==> src/rtl/rtr_pkg.sv <==
package rtr_pkg;

  typedef enum logic {
    EV_RETIRED = 1'b0,
    EV_STALL   = 1'b1
  } rtr_event_e;

endpackage

==> src/rtl/rtr_entry_table.sv <==
module rtr_entry_table #(
  parameter int DEPTH     = 8,
  parameter int UOP_W     = 3,
  parameter int CPL_PORTS = 2,
  parameter int RET_W     = 3,
  localparam int IDX_W    = $clog2(DEPTH),
  localparam int OCC_W    = $clog2(DEPTH + 1),
  localparam int CNT_RW   = $clog2(RET_W + 1),
  localparam int HIT_W    = $clog2(CPL_PORTS + 1)
) (
  input  logic                               clk,
  input  logic                               rst_n,
  input  logic                               alloc_fire,
  input  logic [UOP_W-1:0]                   alloc_uops,
  input  logic [CPL_PORTS-1:0]               done_valid,
  input  logic [CPL_PORTS-1:0][IDX_W-1:0]    done_tag,
  input  logic [CNT_RW-1:0]                  retire_cnt,
  output logic [IDX_W-1:0]                   head,
  output logic [IDX_W-1:0]                   tail,
  output logic [OCC_W-1:0]                   occ,
  output logic [DEPTH-1:0]                   done_mask
);

  logic [IDX_W-1:0] head_q, tail_q;
  logic [OCC_W-1:0] occ_q;
  logic [DEPTH-1:0] held_q;
  logic [UOP_W-1:0] rem_q [DEPTH];
  logic [HIT_W-1:0] hits [DEPTH];
  logic [DEPTH-1:0] ret_mask;

  // completion reports landing on each slot this cycle
  always_comb begin
    for (int i = 0; i < DEPTH; i++) begin
      hits[i] = '0;
      for (int p = 0; p < CPL_PORTS; p++) begin
        hits[i] = hits[i] + HIT_W'(done_valid[p] && (done_tag[p] == IDX_W'(i)));
      end
    end
  end

  // slots leaving the buffer this cycle
  always_comb begin
    ret_mask = '0;
    for (int k = 0; k < RET_W; k++) begin
      if (CNT_RW'(k) < retire_cnt) begin
        ret_mask[IDX_W'(head_q + IDX_W'(k))] = 1'b1;
      end
    end
  end

  for (genvar i = 0; i < DEPTH; i++) begin : g_slot
    always_ff @(posedge clk) begin
      if (!rst_n) begin
        held_q[i] <= 1'b0;
        rem_q[i]  <= '0;
      end else if (alloc_fire && (tail_q == IDX_W'(i))) begin
        held_q[i] <= 1'b1;
        rem_q[i]  <= alloc_uops;
      end else begin
        if (ret_mask[i]) begin
          held_q[i] <= 1'b0;
        end
        if (held_q[i] && (hits[i] != '0)) begin
          if (int'(hits[i]) >= int'(rem_q[i])) begin
            rem_q[i] <= '0;
          end else begin
            rem_q[i] <= rem_q[i] - UOP_W'(hits[i]);
          end
        end
      end
    end

    assign done_mask[i] = held_q[i] && (rem_q[i] == '0);
  end

  always_ff @(posedge clk) begin
    if (!rst_n) begin
      head_q <= '0;
      tail_q <= '0;
      occ_q  <= '0;
    end else begin
      head_q <= head_q + IDX_W'(retire_cnt);
      tail_q <= tail_q + IDX_W'(alloc_fire);
      occ_q  <= occ_q + OCC_W'(alloc_fire) - OCC_W'(retire_cnt);
    end
  end

  assign head = head_q;
  assign tail = tail_q;
  assign occ  = occ_q;

endmodule

==> src/rtl/rtr_retire_sel.sv <==
module rtr_retire_sel #(
  parameter int DEPTH  = 8,
  parameter int RET_W  = 3,
  localparam int IDX_W  = $clog2(DEPTH),
  localparam int OCC_W  = $clog2(DEPTH + 1),
  localparam int CNT_RW = $clog2(RET_W + 1)
) (
  input  logic [IDX_W-1:0]             head,
  input  logic [OCC_W-1:0]             occ,
  input  logic [DEPTH-1:0]             done_mask,
  output logic [RET_W-1:0]             strobe,
  output logic [RET_W-1:0][IDX_W-1:0]  slot_tag,
  output logic [CNT_RW-1:0]            retire_cnt
);

  logic             run;
  logic [IDX_W-1:0] idx;

  // oldest-first scan; the first unfinished slot ends the run
  always_comb begin
    run        = 1'b1;
    retire_cnt = '0;
    idx        = head;
    for (int k = 0; k < RET_W; k++) begin
      idx         = head + IDX_W'(k);
      slot_tag[k] = idx;
      strobe[k]   = run && (k < int'(occ)) && done_mask[idx];
      run         = strobe[k];
      retire_cnt  = retire_cnt + CNT_RW'(strobe[k]);
    end
  end

endmodule

==> src/rtl/rtr_evt_counter.sv <==
module rtr_evt_counter
  import rtr_pkg::*;
#(
  parameter int CNT_W  = 32,
  parameter int CNT_RW = 2
) (
  input  logic              clk,
  input  logic              rst_n,
  input  logic              clr,
  input  rtr_event_e        sel,
  input  logic [CNT_RW-1:0] retire_cnt,
  input  logic              busy,
  output logic [CNT_W-1:0]  value
);

  logic [CNT_W-1:0] cnt_q;
  logic [CNT_W-1:0] inc;

  always_comb begin
    if (sel == EV_RETIRED) begin
      inc = CNT_W'(retire_cnt);
    end else begin
      inc = CNT_W'(busy && (retire_cnt == '0));
    end
  end

  always_ff @(posedge clk) begin
    if (!rst_n || clr) begin
      cnt_q <= '0;
    end else begin
      cnt_q <= cnt_q + inc;
    end
  end

  assign value = cnt_q;

endmodule

==> src/rtl/retire_unit.sv <==
module retire_unit
  import rtr_pkg::*;
#(
  parameter int DEPTH     = 8,
  parameter int UOP_W     = 3,
  parameter int CPL_PORTS = 2,
  parameter int RET_W     = 3,
  parameter int CNT_W     = 32,
  localparam int IDX_W    = $clog2(DEPTH),
  localparam int OCC_W    = $clog2(DEPTH + 1),
  localparam int CNT_RW   = $clog2(RET_W + 1)
) (
  input  logic                       clk,
  input  logic                       rst_n,
  input  logic                       alloc_valid,
  input  logic [UOP_W-1:0]           alloc_uops,
  output logic                       alloc_ready,
  output logic [IDX_W-1:0]           alloc_tag,
  input  logic [CPL_PORTS-1:0]       done_valid,
  input  logic [CPL_PORTS*IDX_W-1:0] done_tag,
  output logic [RET_W-1:0]           retire_strobe,
  output logic [RET_W*IDX_W-1:0]     retire_tag,
  input  logic [1:0]                 ev_sel,
  input  logic [1:0]                 ev_clr,
  input  logic                       cnt_rd_sel,
  output logic [CNT_W-1:0]           cnt_rd_data
);

  logic [CPL_PORTS-1:0][IDX_W-1:0] done_tag_a;
  logic [RET_W-1:0][IDX_W-1:0]     slot_tag;
  logic [IDX_W-1:0]                head, tail;
  logic [OCC_W-1:0]                occ;
  logic [DEPTH-1:0]                done_mask;
  logic [CNT_RW-1:0]               retire_cnt;
  logic                            alloc_fire;
  logic [1:0][CNT_W-1:0]           ev_cnt;

  assign done_tag_a  = done_tag;
  assign alloc_ready = (int'(occ) < DEPTH);
  assign alloc_fire  = alloc_valid && alloc_ready;
  assign alloc_tag   = tail;
  assign retire_tag  = slot_tag;

  rtr_entry_table #(
    .DEPTH(DEPTH), .UOP_W(UOP_W), .CPL_PORTS(CPL_PORTS), .RET_W(RET_W)
  ) table_i (
    .clk        (clk),
    .rst_n      (rst_n),
    .alloc_fire (alloc_fire),
    .alloc_uops (alloc_uops),
    .done_valid (done_valid),
    .done_tag   (done_tag_a),
    .retire_cnt (retire_cnt),
    .head       (head),
    .tail       (tail),
    .occ        (occ),
    .done_mask  (done_mask)
  );

  rtr_retire_sel #(
    .DEPTH(DEPTH), .RET_W(RET_W)
  ) sel_i (
    .head       (head),
    .occ        (occ),
    .done_mask  (done_mask),
    .strobe     (retire_strobe),
    .slot_tag   (slot_tag),
    .retire_cnt (retire_cnt)
  );

  for (genvar g = 0; g < 2; g++) begin : g_ev
    rtr_evt_counter #(
      .CNT_W(CNT_W), .CNT_RW(CNT_RW)
    ) ctr_i (
      .clk        (clk),
      .rst_n      (rst_n),
      .clr        (ev_clr[g]),
      .sel        (rtr_event_e'(ev_sel[g])),
      .retire_cnt (retire_cnt),
      .busy       (occ != '0),
      .value      (ev_cnt[g])
    );
  end

  assign cnt_rd_data = ev_cnt[cnt_rd_sel];

endmodule

==> config.mk <==
export PLATFORM = sky130hd
export DESIGN_NAME = retire_unit
export DESIGN_NICKNAME = d
export VERILOG_FILES = /design/src/rtl/rtr_pkg.sv /design/src/rtl/rtr_entry_table.sv /design/src/rtl/rtr_retire_sel.sv /design/src/rtl/rtr_evt_counter.sv /design/src/rtl/retire_unit.sv
export SDC_FILE = /design/constraint.sdc
export NUM_CORES = 1
export LEC_CHECK = 0
export ABC_AREA = 1
export BUFFER_PORTS_ARGS = -buffer_cell sky130_fd_sc_hd__buf_2
export CAP_MARGIN = 20
export CORE_UTILIZATION = 43
export DETAILED_ROUTE_END_ITERATION = 7
export REMOVE_ABC_BUFFERS = 1
export SETUP_SLACK_MARGIN = 0.02
export SYNTH_ARGS = -nofsm -noshare
export SYNTH_HDL_FRONTEND = slang
export SYNTH_SLANG_ARGS = --single-unit
==> constraint.sdc <==
create_clock -name clk -period 6.3 [get_ports clk]
set_input_delay 0.63 -clock clk [delete_from_list [all_inputs] [get_ports clk]]
set_output_delay 0.63 -clock clk [all_outputs]
set_load 0.01 [all_outputs]
==> flow_metrics.py <==
metrics = {
    "pwr": {
        "comb_power_share_pct": 20.0,
        "leakage_nw": 3.75,
        "p_seq_share_pct": 43.9,
        "ir_worst_vdd_mv": 0.157,
        "total_power_mw": 1.73,
        "power_density_nw_per_um2": 201,
        "p_switching_mw": 0.528,
        "p_sw_share_pct": 30.4,
        "p_int_mw": 1.21,
        "clkPwrFrac_pct": 36.2,
    },
    "worst_setup_path": {
        "rr_startpoint": "table_i.head[0]",
        "setup.worst_path.end_class": "flip-flop",
        "crit_path_end": "g_ev[0].ctr_i.value[16]",
        "crit_type": "flip-flop to flip-flop",
        "startpoint_type": "flip-flop",
        "worstPathArrival_ps": 4610,
        "path_max_fanout": 12,
        "r2r_end": "g_ev[0].ctr_i.value[16]",
        "r2r_slack_ps": 1900,
        "startpoint": "table_i.head[0]",
        "worst_r2r_path_depth": 22,
        "worstPathRequired_ps": 6510,
    },
    "final_layout": {
        "layout_common_cells": "274 x nand2_1, 221 x inv_1, 137 x nor2_1, 82 x dfxtp_1, 81 x nand3_1",
        "stdcell_count": 1461,
        "fin_util_pct": 49.4,
        "fin_area_um2": 8640,
        "drive_gt1_share_pct": 9.55,
        "area_delta_synth_final_pct": 11.0,
        "layout_commonest_cell": "nand2_1",
        "final_nets": 1313,
        "n_fill_cell": 1831,
        "n_antenna_cell": 0,
    },
    "sta": {
        "setup_slack_ps": 1900,
        "hold-worst-slack_ps": 463,
        "setup-violations-final": 0,
        "fin_worst_skew_ps": 8.37,
        "hold_viol": 0,
        "period_needed_ps": 4400,
        "slew_headroom_pct": 38.8,
        "slew_viol_final": 0,
        "tns_ps": 0,
        "grt_setup_unrepaired": "no",
        "fmax_mhz": 227,
        "min_period_over_period_pct": 69.9,
        "worstMarginPinSlew_ps": 918,
    },
    "synthesis": {
        "synth_xor_area_share_pct": 2.03,
        "ys.flop_type": "dfxtp_1",
        "syn_area_um2": 7780,
        "synth_cell_types": 45,
        "synth_mux_area_share_pct": 0.145,
        "yosys.area_share.adder_pct": 11.4,
        "synth_top_family_by_area": "simple AND/OR/NAND/NOR gates",
        "synth-edff-count": 24,
        "async_reset_ff_share_pct": 0,
        "yosys_warnings": 0,
        "synth.top_cells.by_area": "dfxtp_1 21%, nand2_1 13%, inv_1 11%",
        "yosysSeqAreaShare_pct": 30.3,
        "synth_simple_gate_area_share_pct": 33.3,
        "syn_avg_cell_area_um2": 6.63,
        "yosys.area.top_type": "dfxtp_1",
        "synth_compound_area_share_pct": 10.7,
        "synthCells": 1175,
        "synth_seq_cells": 106,
        "synth.top_cell.area_share_pct": 21.1,
    },
    "clock_tree": {
        "insertion_delay_ps": 350,
        "cts-htree-levels": 3,
        "post_cts_buffers": 0,
        "ctsResizeCount": 0,
        "cts.sinks": 106,
        "cts_root_buffer": "clkbuf_16",
        "tritoncts": "built",
        "path_clk_slew_ps": 80,
        "cts-hold-fix-buffers": 0,
        "clk_path_buf_depth": 2,
        "numCtsBuffers": 9,
    },
    "routing": {
        "viasPerCell": 5.07,
        "drt_iter0_markers": 595,
        "drt_wl_total_um": 22000,
        "routedWlPerCell_um": 15.1,
        "drt_first_pass_iters": 5,
        "antenna_left": 0,
        "vias": 7402,
        "drc": 0,
    },
    "place": {
        "hpwl_um": 17600,
        "dpl-instance-area_um2": 8300,
        "place_worst_setup_slack_ps": 1940,
        "dp_cells": 1445,
        "gp_congestion": 0.935,
        "io_buffers": 66,
    },
    "global_route": {
        "grt_pass1_vias": 6764,
        "track_usage_pct": 24.8,
        "grt_max_degree": 64,
        "antenna_found_initial": 0,
        "grt_first_pass_wirelength_um": 35500,
        "gr-total-overflow": 0,
    },
    "min_path": {
        "hold_path.class": "flip-flop to flip-flop",
        "holdPathStages": 2,
    },
    "run_status": {
        "status": "finished clean",
    },
    "floorplanning": {
        "core_area_um2": 17500,
        "die-area_um2": 18600,
        "start_util_pct": 44.5,
        "die_w_um": 137,
        "fp-row-count": 48,
        "io_pins": 67,
        "die_y_um": 137,
    },
    "flow_run": {
        "drv_cap": 0,
    },
}
## layout make-up
| class | instances | area (um^2) | area share, % |
|---|---|---|---|
| multi-input combinational | 823 | 4480 | 51.9 |
| sequential | 106 | 2360 | 27.3 |
| inverter | 224 | 841 | 9.73 |
| timing repair buffer | 67 | 338 | 3.91 |
| clock buffer | 14 | 328 | 3.79 |
| tap | 225 | 282 | 3.26 |
| clock inverter | 2 | 10.0 | 0.116 |
## flip-flops by register name, summed over array words and instances (netlist names)
signal / flops
table_i.rem_q: 24
table_i.tail: 3
table_i.head: 3
table_i.occ: 4
g_ev.ctr_i.value: 64
table_i.held_q: 8
## power groups by stage
stage	combinational [mW]	clock, mW	sequential (mW)
finish	0.346	0.627	0.760
global route	0.400	0.661	0.764
CTS	0.347	0.639	0.759
detailed placement	0.344	0	0.776
global placement	0.339	0	0.775
floorplan	0.231	0	0.769
## how the worst min path moves through the flow
stage                                        from                       to  slack (ps)
final                     g_ev[0].ctr_i.value[31]  g_ev[0].ctr_i.value[31]         460
after detailed placement  g_ev[0].ctr_i.value[31]  g_ev[0].ctr_i.value[31]         450
after floorplan           g_ev[0].ctr_i.value[31]  g_ev[0].ctr_i.value[31]         440
after global placement    g_ev[0].ctr_i.value[31]  g_ev[0].ctr_i.value[31]         450
after CTS                 g_ev[0].ctr_i.value[31]  g_ev[0].ctr_i.value[31]         460
after global routing      g_ev[0].ctr_i.value[31]  g_ev[0].ctr_i.value[31]         470
## routing by layer
| metal | track usage [%] | wire length [um] | vias up |
|---|---|---|---|
| li1 | - | - | 3829 |
| met1 | 38.2 | 11500 | 3340 |
| met2 | 36.0 | 9080 | 208 |
| met3 | 2.63 | 1180 | 25 |
| met4 | 6.67 | 305 | 0 |
| met5 | 0 | 0 | - |
## worst max-delay path, cell delays in order (launching register included)
cell and delay [ps]:
dfxtp_1 580, buf_4 250, inv_1 180, nand4_1 190, nand3_1 90, nand3_1 110, nand2_2 150, nand2_1 140
inv_1 90, fa_1 660, nand2_1 80, nand2_1 90, ha_1 170, inv_1 70, fa_1 400, inv_1 90
nand3_1 140, nor2_2 210, inv_1 110, nor2_2 150, inv_1 70, o21ai_0 140, a21oi_1 80
## Yosys cell counts, types with 2 or more instances
library cell / instances
o21bai_1: 7
ha_1: 50
nand3_1: 81
a21oi_1: 64
o22ai_1: 6
nand2_1: 274
nor3_1: 28
o21ai_0: 65
or2_0: 4
or2_2: 4
o211ai_1: 3
inv_1: 221
buf_4: 3
xor2_1: 13
nand4_1: 23
nor2_1: 137
xnor2_1: 5
buf_2: 5
edfxtp_1: 24
a211oi_1: 2
nor3_2: 3
o21ai_1: 2
clkbuf_1: 14
nor2_2: 10
nand3b_1: 8
inv_2: 2
nand2_2: 5
fa_1: 13
dfxtp_1: 82
nor3_4: 2
## cell families after synthesis
group / count (synthesis)
mux: 1
buf+inv: 246
simple gates: 587
compound gates: 154
xor+xnor: 18
flops: 106
fa+ha+maj: 63
Power figures use the tool's default switching activity.
